--- src/rtl/fcs_pkg.sv ---
package fcs_pkg;
    localparam int CRC_W    = 32;
    localparam int NIB_W    = 4;
    localparam int FCS_NIBS = CRC_W / NIB_W;
    localparam int CNT_W    = $clog2(FCS_NIBS);
    localparam int LUT_N    = 1 << NIB_W;

    typedef enum logic [2:0] {
        S_IDLE,
        S_PRE,
        S_DATA,
        S_FCS,
        S_DROP
    } fcs_state_e;

    typedef struct packed {
        fcs_state_e             st;
        logic                   seen_pre;
        logic [CRC_W-1:0]       crc;
        logic [CNT_W-1:0]       cnt;
        logic                   oen;
        logic [NIB_W-1:0]       onib;
    } fcs_regs_t;

    // Reflected CRC of a NIB_W-bit index: one table entry.
    function automatic logic [CRC_W-1:0] lut_entry(input logic [CRC_W-1:0] poly,
                                                   input int idx);
        logic [CRC_W-1:0] c;
        c = CRC_W'(idx);
        for (int b = 0; b < NIB_W; b++) begin
            c = c[0] ? ((c >> 1) ^ poly) : (c >> 1);
        end
        return c;
    endfunction
endpackage

--- src/rtl/fcs_crc_nibble.sv ---
module fcs_crc_nibble
    import fcs_pkg::*;
#(
    parameter logic [CRC_W-1:0] POLY = 32'hEDB88320
) (
    input  logic [CRC_W-1:0] crc_i,
    input  logic [NIB_W-1:0] nib_i,
    output logic [CRC_W-1:0] crc_o
);
    logic [CRC_W-1:0] tbl [LUT_N];
    logic [NIB_W-1:0] sel;

    for (genvar i = 0; i < LUT_N; i++) begin : g_lut
        assign tbl[i] = lut_entry(POLY, i);
    end

    assign sel   = crc_i[NIB_W-1:0] ^ nib_i;
    assign crc_o = (crc_i >> NIB_W) ^ tbl[sel];
endmodule

--- src/rtl/fcs_nib_select.sv ---
module fcs_nib_select
    import fcs_pkg::*;
(
    input  logic [CRC_W-1:0] word_i,
    input  logic [CNT_W-1:0] idx_i,
    output logic [NIB_W-1:0] nib_o
);
    logic [NIB_W-1:0] slice [FCS_NIBS];

    for (genvar k = 0; k < FCS_NIBS; k++) begin : g_slice
        assign slice[k] = word_i[k*NIB_W +: NIB_W];
    end

    assign nib_o = slice[idx_i];
endmodule

--- src/rtl/mii_fcs_inserter.sv ---
module mii_fcs_inserter
    import fcs_pkg::*;
#(
    parameter logic [CRC_W-1:0] POLY    = 32'hEDB88320,
    parameter logic [NIB_W-1:0] PRE_NIB = 4'h5,
    parameter logic [NIB_W-1:0] SFD_NIB = 4'hD
) (
    input  logic             clk,
    input  logic             rst_n,
    input  logic             in_en,
    input  logic [NIB_W-1:0] in_nib,
    output logic             out_en,
    output logic [NIB_W-1:0] out_nib
);
    localparam logic [CNT_W-1:0] LAST_IDX = CNT_W'(FCS_NIBS - 1);

    fcs_regs_t        r_d, r_q;
    logic [CRC_W-1:0] crc_step_d;
    logic [CNT_W-1:0] fcs_idx_d;
    logic [NIB_W-1:0] fcs_nib_d;
    fcs_state_e       st_w;
    logic [CNT_W-1:0] cnt_w;
    logic             seen_w;

    fcs_crc_nibble #(.POLY(POLY)) u_crc (
        .crc_i (r_q.crc),
        .nib_i (in_nib),
        .crc_o (crc_step_d)
    );

    assign fcs_idx_d = (r_q.st == S_FCS) ? r_q.cnt : '0;

    fcs_nib_select u_sel (
        .word_i (~r_q.crc),
        .idx_i  (fcs_idx_d),
        .nib_o  (fcs_nib_d)
    );

    always_comb begin
        r_d      = r_q;
        r_d.oen  = 1'b0;
        r_d.onib = '0;
        unique case (r_q.st)
            S_IDLE: begin
                if (in_en) begin
                    r_d.st       = S_PRE;
                    r_d.oen      = 1'b1;
                    r_d.onib     = in_nib;
                    r_d.seen_pre = (in_nib == PRE_NIB);
                end
            end
            S_PRE: begin
                if (in_en) begin
                    r_d.oen  = 1'b1;
                    r_d.onib = in_nib;
                    if (in_nib == SFD_NIB && r_q.seen_pre) begin
                        r_d.st  = S_DATA;
                        r_d.crc = '1;
                    end else begin
                        r_d.seen_pre = (in_nib == PRE_NIB);
                    end
                end else begin
                    r_d.st       = S_IDLE;
                    r_d.seen_pre = 1'b0;
                end
            end
            S_DATA: begin
                r_d.oen = 1'b1;
                if (in_en) begin
                    r_d.onib = in_nib;
                    r_d.crc  = crc_step_d;
                end else begin
                    r_d.onib = fcs_nib_d;
                    r_d.cnt  = CNT_W'(1);
                    r_d.st   = S_FCS;
                end
            end
            S_FCS: begin
                r_d.oen  = 1'b1;
                r_d.onib = fcs_nib_d;
                r_d.cnt  = r_q.cnt + 1'b1;
                if (r_q.cnt == LAST_IDX) begin
                    r_d.st = in_en ? S_DROP : S_IDLE;
                end
            end
            S_DROP: begin
                if (!in_en) begin
                    r_d.st = S_IDLE;
                end
            end
            default: r_d.st = S_IDLE;
        endcase
    end

    always_ff @(posedge clk or negedge rst_n) begin
        if (!rst_n) begin
            r_q.st       <= S_IDLE;
            r_q.seen_pre <= 1'b0;
            r_q.crc      <= '1;
            r_q.cnt      <= '0;
            r_q.oen      <= 1'b0;
            r_q.onib     <= '0;
        end else begin
            r_q <= r_d;
        end
    end

    assign out_en  = r_q.oen;
    assign out_nib = r_q.onib;
    assign st_w    = r_q.st;
    assign cnt_w   = r_q.cnt;
    assign seen_w  = r_q.seen_pre;
endmodule

--- config.mk ---
export PLATFORM = sky130hd
export DESIGN_NAME = mii_fcs_inserter
export DESIGN_NICKNAME = d
export VERILOG_FILES = /design/src/rtl/fcs_pkg.sv /design/src/rtl/fcs_crc_nibble.sv /design/src/rtl/fcs_nib_select.sv /design/src/rtl/mii_fcs_inserter.sv
export SDC_FILE = /design/constraint.sdc
export NUM_CORES = 1
export LEC_CHECK = 0
export ABC_AREA = 0
export CAP_MARGIN = 20
export CORE_MARGIN = 5
export CORE_UTILIZATION = 60
export DETAILED_ROUTE_END_ITERATION = 10
export PLACE_DENSITY = 0.79
export SKIP_CTS_REPAIR_TIMING = 1
export SLEW_MARGIN = 20
export SYNTH_ARGS = -nofsm -noshare
export SYNTH_HDL_FRONTEND = slang
export SYNTH_SLANG_ARGS = --single-unit
--- constraint.sdc ---
create_clock -name clk -period 2.1 [get_ports clk]
set_input_delay 0.63 -clock clk [delete_from_list [all_inputs] [get_ports clk]]
set_output_delay 0.63 -clock clk [all_outputs]
set_load 0.1 [all_outputs]
==> impl_metrics.json <==
{
  "status": "finished, final reports clean",
  "synthTopCellsByCount": "nor2_1, dfstp_2, a21oi_1, xnor2_1, xor2_1",
  "fp.dieW_um": 74.7,
  "start_util_pct": 62.4,
  "first_global_vias": 1839,
  "ios": 12,
  "clkLatencyLatePin_ns": 0.31,
  "crit_required_ns": 2.34,
  "critPathLaunchType": "register",
  "peakVddDrop_uv": 696,
  "pwr_density_cell_mw_per_mm2": 1030,
  "num_vias": 1843,
  "skew_ns": 0.0106,
  "cts_max_level": 2,
  "grt_pass1_wl_mm": 9.04,
  "fin_nets": 274,
  "routed_via_density": 5.83,
  "max_freq_mhz": 539,
  "power_mw": 3.09,
  "path_max_fanout": 4,
  "rsz0062_at_grt": "false",
  "cts.clk_slew.worst_paths_ns": 0.09,
  "core-area_mm2": 0.00403,
  "cts_buffer_depth": 2,
  "drt_wl_total_mm": 5.63,
  "multi_input_area_mm2": 0.00129,
  "fin_util_pct": 74.6,
  "firstDrtPassIters": 4,
  "fillers": 271,
  "syn-instance-count": 236,
  "yosysTopAreaCellShare_pct": 33.4,
  "criticalPathCategory": "register to register",
  "ys_seq_area_share_pct": 45.4,
  "antenna_found_initial": 0,
  "area_growth_pct": 19.6,
  "drt_iter0_markers": 154,
  "synth_nets": 245,
  "synthArstFlopShare_pct": 100,
  "detailedPlacementHpwl_mm": 3.93,
  "yosys_register_bits": 44,
  "period_minus_slack_ns": 1.85,
  "final_hold_viol_count": 0,
  "finalMaxSlewViolations": 0,
  "cap_viol_max_count": 0,
  "yosysTopAreaCell": "dfstp_2",
  "hold_class": "input port to async pin",
  "synth_compound_area_share_pct": 16.2,
  "gp_congestion": 0.831,
  "rows": 23,
  "n_antenna_cell": 0,
  "track_usage_pct": 22.0,
  "synth-edff-count": 0,
  "die_height_um": 74.7,
  "cts_tree": "yes",
  "slew_headroom_pct": 64.3,
  "drc_errors": 0,
  "yosys.area_share.simple_pct": 11.3,
  "io_buffers": 11,
  "ff_latch_area_mm2": 0.00114,
  "drive_gt1_share_pct": 34.2,
  "muxShareOfSynthArea_pct": 5.18,
  "grt_max_degree": 33,
  "setup_viol_count_final": 0,
  "p_leak_nw": 1.36,
  "crit_arrival_ns": 2.09,
  "syn_avg_cell_area_um2": 10.7,
  "finalCritPeriodShare_pct": 88.3,
  "yosysMostFrequentCell": "nor2_1",
  "ys_warn_count": 0,
  "ys_types": 44,
  "ant_nets": 0,
  "overflow": 0,
  "syn_area_mm2": 0.00251,
  "synth_fa_ha_area_share_pct": 0.996,
  "clock-root-buffer": "clkbuf_8",
  "numCtsBuffers": 5,
  "wl_per_cell_um": 17.8,
  "synth_area_leaders": "dfstp_2, dfrtp_1, a21oi_1",
  "clock-sinks": 44,
  "dieArea_mm2": 0.00558,
  "synth_top_family_by_area": "XOR/XNOR gates",
  "yosys_most_used_dff": "dfstp_2",
  "tightest_slew_ns": 0.535,
  "synth-xor-area-share_pct": 16.8,
  "worstSetupEndpointType": "register"
}
## worst paths after layout
check / slack [ns] / to / startpoint / depth (start not counted)
setup / recovery: 0.25 / r_q[27] / r_q[9] / 5
max in group asynchronous: 1.22 / r_q[22] / rst_n / 2
min in group clk: 0.52 / r_q[39] / r_q[39] / 2
setup reg to reg: 0.25 / r_q[27] / r_q[9] / 5
hold reg to reg: 0.52 / r_q[39] / r_q[39] / 2
hold / removal: 0.30 / out_nib[1] / rst_n / 1
## metrics by stage
stage               instance area [um^2]  hold slack (ns)  std cells  setup TNS, ns  setup slack, ns
global placement                    2860            0.501        305          -7.98           -0.306
floorplan                           2510            0.334        236              0            0.226
global route                        3010            0.329        316              0            0.186
finish                              3010            0.297        316              0            0.246
detailed placement                  2860            0.505        305          -9.31           -0.366
CTS                                 2950            0.297        313         -0.332          -0.0556
## kinds of logic after synthesis
group,count (synthesis)
adder cells (fa/ha/maj),2
AO/OA/AOI/OAI,58
XOR/XNOR,36
AND/OR/NAND/NOR,62
flip-flops,44
buffers and inverters,22
multiplexers,12
## routing by layer
metal  GRT usage [%]  vias to the layer above  wire (um)
met5               0                        -          0
met4            12.6                        0        174
met3            5.34                       17        282
met2            33.2                       49       2670
met1            28.9                      903       2500
li1                -                      874          -
## where the power goes
part / leakage, nW / internal (mW) / switching, mW / total (mW)
sequential: 0.489 / 1.13 / 0.179 / 1.31
clock: 0.0479 / 0.232 / 0.303 / 0.535
combinational: 0.823 / 0.670 / 0.573 / 1.24
## sequential cells by signal, indices dropped and copies added, names as in the netlist
signal / count
r_q: 32
out_nib: 4
cnt_w: 3
st_w: 3
out_en: 1
seen_w: 1
## critical path, cell delays in order (launching register included)
cell	delay, ns
dfstp_2	0.58
xor2_2	0.29
buf_4	0.20
xnor3_1	0.41
xor2_1	0.15
a21oi_1	0.15
## placed cells by master (no fill, tap or decap), types with 2 or more instances in the layout
cell type	instances
a21oi_1	30
xor2_1	14
mux2_2	8
o221ai_1	4
xnor2_4	2
a221oi_1	2
nor2_1	37
dfrtp_1	12
dfstp_2	32
a211oi_1	2
clkinv_2	2
buf_4	23
a221o_1	4
nand2b_1	3
buf_12	8
inv_1	7
o21ai_0	2
xnor2_1	14
o31ai_1	2
mux2i_1	4
ha_1	2
a22o_1	2
nand4b_1	2
xor3_4	2
dlymetal6s2s_1	4
nand2_1	9
o22a_1	4
clkbuf_8	5
nor3_1	2
nor2b_1	3
## final cells by class
class / instances / area share (%)
tap: 50 / 2.08
sequential: 44 / 38.0
clock inverter: 3 / 0.624
timing repair buffer: 37 / 13.2
multi-input combinational: 170 / 42.9
inverter: 7 / 0.874
clock buffer: 5 / 2.29
No activity file was read; power rests on OpenSTA's default activity.
